<file path="src/rtl/pair_lsu.sv">
module pair_lsu #(
  parameter int XLEN = 32,
  parameter int OFFW = 12,
  parameter int PW   = 4
) (
  input  logic              clk,
  input  logic              rst_n,
  input  logic              ext_en,
  input  logic              req_valid,
  output logic              req_ready,
  input  logic              req_store,
  input  logic [XLEN-1:0]   req_base,
  input  logic [OFFW-1:0]   req_off,
  input  logic [PW-1:0]     req_pair,
  output logic [PW:0]       rf_raddr_even,
  output logic [PW:0]       rf_raddr_odd,
  input  logic [XLEN-1:0]   rf_rdata_even,
  input  logic [XLEN-1:0]   rf_rdata_odd,
  output logic              rf_we,
  output logic [PW:0]       rf_waddr,
  output logic [XLEN-1:0]   rf_wdata,
  output logic              mem_req_valid,
  input  logic              mem_req_ready,
  output logic              mem_we,
  output logic [XLEN-1:0]   mem_addr,
  output logic [2*XLEN-1:0] mem_wdata,
  output logic [XLEN/4-1:0] mem_strb,
  input  logic              mem_rsp_valid,
  input  logic [2*XLEN-1:0] mem_rsp_data,
  input  logic              mem_rsp_err,
  output logic              done_valid,
  output logic              done_fault,
  output logic              done_illegal
);
  localparam int DW = 2 * XLEN;

  typedef enum logic [2:0] {S_IDLE, S_ISSUE, S_WAIT, S_WLO, S_WHI, S_DONE} state_t;

  state_t          st;
  logic            store_q, fault_q, illegal_q;
  logic [PW-1:0]   pair_q;
  logic [XLEN-1:0] addr_q;
  logic [DW-1:0]   data_q;

  wire accept  = req_valid && (st == S_IDLE);
  wire zero_pr = (pair_q == '0);

  always_ff @(posedge clk or negedge rst_n) begin
    if (!rst_n) begin
      st        <= S_IDLE;
      store_q   <= 1'b0;
      fault_q   <= 1'b0;
      illegal_q <= 1'b0;
      pair_q    <= '0;
      addr_q    <= '0;
      data_q    <= '0;
    end else begin
      case (st)
        S_IDLE: if (accept) begin
          store_q   <= req_store;
          pair_q    <= req_pair;
          addr_q    <= req_base + {{(XLEN-OFFW){1'b0}}, req_off};
          data_q    <= (req_pair == '0) ? '0 : {rf_rdata_odd, rf_rdata_even};
          fault_q   <= 1'b0;
          illegal_q <= !ext_en;
          st        <= ext_en ? S_ISSUE : S_DONE;
        end
        S_ISSUE: if (mem_req_ready) st <= S_WAIT;
        S_WAIT: if (mem_rsp_valid) begin
          if (mem_rsp_err) begin
            fault_q <= 1'b1;
            st      <= S_DONE;
          end else if (store_q) begin
            st <= S_DONE;
          end else begin
            data_q <= mem_rsp_data;
            st     <= S_WLO;
          end
        end
        S_WLO:   st <= S_WHI;
        S_WHI:   st <= S_DONE;
        default: st <= S_IDLE;
      endcase
    end
  end

  assign req_ready     = (st == S_IDLE);
  assign rf_raddr_even = {req_pair, 1'b0};
  assign rf_raddr_odd  = {req_pair, 1'b1};

  assign mem_req_valid = (st == S_ISSUE);
  assign mem_we        = store_q;
  assign mem_addr      = addr_q;
  assign mem_wdata     = data_q;
  assign mem_strb      = '1;

  assign rf_we    = ((st == S_WLO) || (st == S_WHI)) && !zero_pr;
  assign rf_waddr = {pair_q, st == S_WHI};
  assign rf_wdata = (st == S_WHI) ? data_q[DW-1:XLEN] : data_q[XLEN-1:0];

  assign done_valid   = (st == S_DONE);
  assign done_fault   = fault_q;
  assign done_illegal = illegal_q;

  AST_HOLD_PENDING: assert property (@(posedge clk) disable iff (!rst_n)
    mem_req_valid && !mem_req_ready |=> mem_req_valid && $stable(mem_addr));
  AST_SINGLE_ACCESS: assert property (@(posedge clk) disable iff (!rst_n)
    mem_req_valid && mem_req_ready |=> !mem_req_valid);
  AST_EVEN_THEN_ODD: assert property (@(posedge clk) disable iff (!rst_n)
    rf_we && !rf_waddr[0] |=> rf_we && rf_waddr[0] && (rf_waddr[PW:1] == $past(rf_waddr[PW:1])));
  AST_BUSY_ON_WRITE: assert property (@(posedge clk) disable iff (!rst_n)
    rf_we |-> !req_ready);
  AST_ILLEGAL_NO_MEM: assert property (@(posedge clk) disable iff (!rst_n)
    req_valid && req_ready && !ext_en |=> !mem_req_valid && done_valid && done_illegal);
  AST_FAULT_NO_WRITE: assert property (@(posedge clk) disable iff (!rst_n)
    mem_rsp_valid && mem_rsp_err && !req_ready |=> !rf_we && done_valid && done_fault);
  AST_DONE_PULSE: assert property (@(posedge clk) disable iff (!rst_n)
    done_valid |=> !done_valid && req_ready);
endmodule

</file>
<file path="config.mk">
export PLATFORM = sky130hd
export DESIGN_NAME = pair_lsu
export DESIGN_NICKNAME = d
export VERILOG_FILES = /design/src/rtl/pair_lsu.sv
export SDC_FILE = /design/constraint.sdc
export NUM_CORES = 1
export LEC_CHECK = 0
export BUFFER_PORTS_ARGS = -buffer_cell sky130_fd_sc_hd__buf_2
export CAP_MARGIN = 20
export CORE_AREA = 5 5 128 130
export DETAILED_ROUTE_END_ITERATION = 10
export DIE_AREA = 0 0 133 135
export PLACE_DENSITY_LB_ADDON = 0.2
export SYNTH_ARGS = -nofsm -noshare
export SYNTH_HDL_FRONTEND = slang
export SYNTH_SLANG_ARGS = --single-unit
</file>
<file path="constraint.sdc">
create_clock -name clk -period 2.4 [get_ports clk]
set_input_delay 0.24 -clock clk [delete_from_list [all_inputs] [get_ports clk]]
set_output_delay 0.24 -clock clk [all_outputs]
set_load 0.01 [all_outputs]
</file>
### Word level (Yosys, flattened, before mapping)

Index checks and enable logic that the tools add are counted.

| storage, ports and cells | value |
|---|---|
| bits in registers | 106 |
| output and inout port bits | 158 |
| logic and storage cells | 50 |

| cells by class | value |
|---|---|
| $add $sub $neg | 1 |
| equal/unequal tests | 11 |
| muxes and demuxes | 18 |
| reductions and logical operators | 13 |

Operator list:

| operator | number |
|---|---|
| $mux W64 | 5 |
| $pmux W64 S2 | 1 |
| $add A32 B12 Y32 | 1 |
| $mux W32 | 1 |
| $mux W3 | 6 |
| $pmux W3 S5 | 1 |
| $logic_not A4 Y1 | 2 |
| $ne A2 B2 Y1 const B | 4 |
| $eq A3 B2 Y1 const B | 2 |
| $eq A3 B3 Y1 const B | 2 |
| $reduce_and A5 Y1 | 1 |
| $ne A2 B1 Y1 const B | 2 |
| $reduce_and A4 Y1 | 1 |
| $eq A3 B1 Y1 const B | 1 |
| $logic_not A3 Y1 | 1 |
| $mux W1 | 3 |
| $reduce_and A3 Y1 | 1 |
| $logic_and A1 B1 Y1 | 2 |
| $logic_not A1 Y1 | 2 |
| $pmux W1 S2 | 1 |
| $reduce_and A2 Y1 | 1 |
| $reduce_bool A2 Y1 | 1 |
| $logic_or A1 B1 Y1 | 1 |

### Depth between registers and ports, before layout

| depth | value |
|---|---|
| depth after elaboration | 4 |
| gate-level depth with buffers | 10 |
| gate-level depth less buffers | 8 |

### Least setup slack after synthesis

Ideal clock, no wire load.

| timing path | value |
|---|---|
| path kind | input to register |
| from | in req_base[5] |
| to | reg addr_q[25], in the netlist mem_addr[25] |
| library setup time | 0.131 ns |
| data arrival time | 1.956 ns |
| data required time | 2.269 ns |
| slack | 0.313 ns |
| stages | 7 |
| buffers on the path | 0 |
| cell sequence | ha_1 > o21a_1 > o211a_1 > a2111oi_4 > nor3_1 > xnor2_1 > o21ai_1 |

| between the ends | value |
|---|---|
| longest elaborated chain between the ends | 1 |

RTL lines:

| item | RTL line | text |
|---|---|---|
| start, declared | 12 | `input logic [XLEN-1:0] req_base,` |
| $add A32 B12 Y32 | 62 | `addr_q <= req_base + {{(XLEN-OFFW){1'b0}}, req_off};` |
| end signal, assigned | 62 |  |
| end, declared | 42 | `logic [XLEN-1:0] addr_q;` |

No other way between the ends.
A chain may end at the register's enable or synchronous reset.

### Worst setup path in the final report

| timing path | value |
|---|---|
| from | reg st[2] |
| to | out rf_wdata[12] |

| between the ends | value |
|---|---|
| longest elaborated chain between the ends | 2 |

RTL lines:

| item | RTL line | text |
|---|---|---|
| start, declared | 39 | `state_t st;` |
| start signal, assigned | 66 | `st <= ext_en ? S_ISSUE : S_DONE;` |
| $eq A3 B3 Y1 | 99 | `assign rf_wdata = (st == S_WHI) ? data_q[DW-1:XLEN] : data_q[XLEN-1:0];` |
| $mux W32 | 99 |  |
| end, declared | 21 | `output logic [XLEN-1:0] rf_wdata,` |

No other way between the ends.

==> flow_metrics.tcl <==
set metrics [dict create \
    status "completed" \
    vias 5714 \
    power.density_nw_per_um2 1181 \
    routedWlPerCell_um 17.20 \
    grt_pass1_vias 5618 \
    synth_ff_type "dfrtp_1" \
    grt.total_usage_pct 20.56 \
    multi_input_area_sq_um 2984 \
    dieArea_sq_um 17960 \
    ys_types 53 \
    synthArstFlopShare_pct 100.0 \
    antenna_found_initial 0 \
    hold_slack_ns 0.1301 \
    grt_pass1_wl_um 29870 \
    fin_cells 1123 \
    ir_drop_uv 399.5 \
    post-route-period-util_pct 95.40 \
    slew_headroom_pct 63.56 \
    numClockSinks 106 \
    crit_arrival_ns 2.05 \
    seq_area_sq_um 2653 \
    ys_warn_count 0 \
    dp.cells 1106 \
    fmax_ghz 0.4368 \
    cts_max_level 3 \
    first_pass_iters 4 \
    core_area_sq_um 15030 \
    synth-edff-count 0 \
    routabilityCongestion 0.8458 \
    worstSetupEndpointType "output port" \
    cp.required_ns 2.16 \
    period_needed_ns 2.290 \
    hold_path_depth 2 \
    drt-total-wl_um 19320 \
    reg2regPathDepth 4 \
    crit_type "flop to output port" \
    nets 1127 \
    whs_endpoint "mem_we$_DFFE_PN0P_" \
    dp_slack_ns 0.1471 \
    path_buf_inv 3 \
    grt_overflow 0 \
    fin_tns_setup_ns 0 \
    hp-class "input port to flop" \
    antenna_cells 0 \
    avgSynthCellArea_sq_um 9.478 \
    routed_via_density 5.088 \
    die_h_um 135 \
    cp_top_family "buffers and inverters" \
    cts_root_buf "clkbuf_16" \
    worst_slew_pin_slew_ns 0.5449 \
    synthToLayoutAreaGrowth_pct 36.45 \
    clkTransAtPathRegs_ns 0.07 \
    slew_violations 0 \
    crit_path_start_kind "flop" \
    rsz0062_at_grt "false" \
    dr.first_iter.drc_count 273 \
    num_rows 45 \
    final.setup.worst_slack_ns 0.1104 \
    drtAntennaViolNets 0 \
    p_leak_uw 0.004207 \
    slowest_delay_ns 0.42 \
    start_util_pct 39.34 \
    clk_latency_ns 0.34 \
    synth_seq_cells 106 \
    syn-instance-count 624 \
    seq_area_frac_synth_pct 44.85 \
    rrSetupSlack_ns 0.34 \
    synth_area_sq_um 5914 \
    slowest_stage "dfrtp_1" \
    hold_violations 0 \
    fill_cells 1452 \
    ioPinCount 342 \
    fin_skew_ns 0.006867 \
    setup_violations 0 \
    dieWidth_um 133 \
    hp-start "req_store" \
    path_cells "inv_1, nor3_4, buf_4, mux2_2, buf_2" \
    cts_buffers 9 \
    cp_max_fo 18 \
    rr_endpoint "mem_wdata[23]$_DFFE_PN0P_" \
    grt_max_degree 65 \
    place.port_buffers 331 \
    dp_hpwl_um 15320 \
    max-cap-violations 0 \
    fin_util_pct 53.68 \
    clockBufferDepth 2 \
    layout-drive-gt1-share_pct 44.49 \
    cts_tree "done" \
    post-route-drc-count 0 \
    reg2reg_from "st[1]$_DFFE_PN0P_" \
]
## final cells by class
class                           count  share of cell area (%)
Clock buffer                        9                   2.791
Multi-Input combinational cell    459                   36.98
Sequential cell                   106                   32.87
Clock inverter                      7                   1.271
Timing Repair Buffer              347                   22.85
Inverter                            7                  0.3256
Tap cell                          188                   2.915
## logic make-up after synthesis
logic type / count (synthesis) / synth area share [%]
adder cells (fa/ha/maj): 13 / 2.877
multiplexers: 39 / 7.425
XOR/XNOR: 30 / 4.443
flip-flops: 106 / 44.85
AND/OR/NAND/NOR: 157 / 12.29
buffers and inverters: 67 / 5.712
AO/OA/AOI/OAI: 210 / 22.28
other: 2 / 0.1270
## sequential cells by signal, summed over array words and instances (netlist names)
signal	count
mem_wdata	64
mem_addr	32
pair_q	4
st	3
done_fault	1
done_illegal	1
mem_we	1
## Yosys cell counts, types with 7 or more instances
cell type  instances  area (sq um)
buf_2             12         60.06
a21oi_1           16         80.08
nand3_1            8         40.04
nor3_1             8         40.04
a22oi_1           64         480.5
xnor2_1           25         219.0
clkbuf_1          27         101.4
dfrtp_1          106          2653
buf_4             19         142.6
ha_1              12         150.1
o21ai_1           28         140.1
nor2_1             7         26.28
o21ai_0           71         355.3
mux2_2            39         439.2
nand2_1          108         405.4
## how the worst max path moves through the flow
stage | start | to | slack (ns) | depth (start not counted)
floorplan | req_base[5] | mem_addr[25]$_DFFE_PN0P_ | 0.31 | 7
global placement | req_base[5] | mem_addr[13]$_DFFE_PN0P_ | 0.20 | 9
detailed placement | req_base[0] | mem_addr[24]$_DFFE_PN0P_ | 0.15 | 10
CTS | st[2]$_DFFE_PN0P_ | rf_wdata[14] | 0.08 | 5
global route | st[2]$_DFFE_PN0P_ | rf_wdata[14] | 0.002 | 5
finish | st[2]$_DFFE_PN0P_ | rf_wdata[12] | 0.11 | 5
## repair_timing
item / 4_1_cts / 5_1_grt
buffers inserted: 0 / 0
hold buffers: 1 / 0
gates resized for setup: 0 / 0
endpoints found under the hold margin: 29 / 0
## metal layers
| layer | global-route usage, % | part of all wire (%) | vias to the layer above |
|---|---|---|---|
| li1 | - | - | 2828 |
| met3 | 4.396 | 7.2 | 27 |
| met2 | 34.26 | 48 | 243 |
| met5 | 0 | 0 | - |
| met1 | 26.68 | 42 | 2616 |
| met4 | 6.813 | 2.3 | 0 |
## power breakdown
group	internal, uW	switching, uW
sequential	2620	648
combinational	1980	2670
clock	925	688
total	5530	4010
## cells in the final DEF, fill, tap and decap left out, types with 6 or more instances in the layout
cell / n
conb_1: 10
nand2_1: 107
ha_1: 12
a22oi_1: 64
mux2_2: 39
buf_2: 330
nand3_1: 8
buf_4: 11
o21ai_1: 28
xnor2_1: 25
dfrtp_1: 106
clkbuf_16: 9
nor3_1: 8
nor2_1: 7
a21o_1: 6
o21ai_0: 71
inv_1: 6
a21oi_1: 16
## per-stage QoR
step / area, sq um / power [uW]
detailed placement: 7732 / 8024
finish: 8070 / 9535
global route: 8070 / 10260
floorplan: 5944 / 5831
global placement: 7732 / 7949
CTS: 8070 / 9656
## worst register-to-register path, stage by stage (launching register included)
cell and delay [ns]:
dfrtp_1 0.64, and3_2 0.49, buf_4 0.40, a22oi_1 0.19
o21ai_0 0.24
Power figures use the tool's default switching activity.
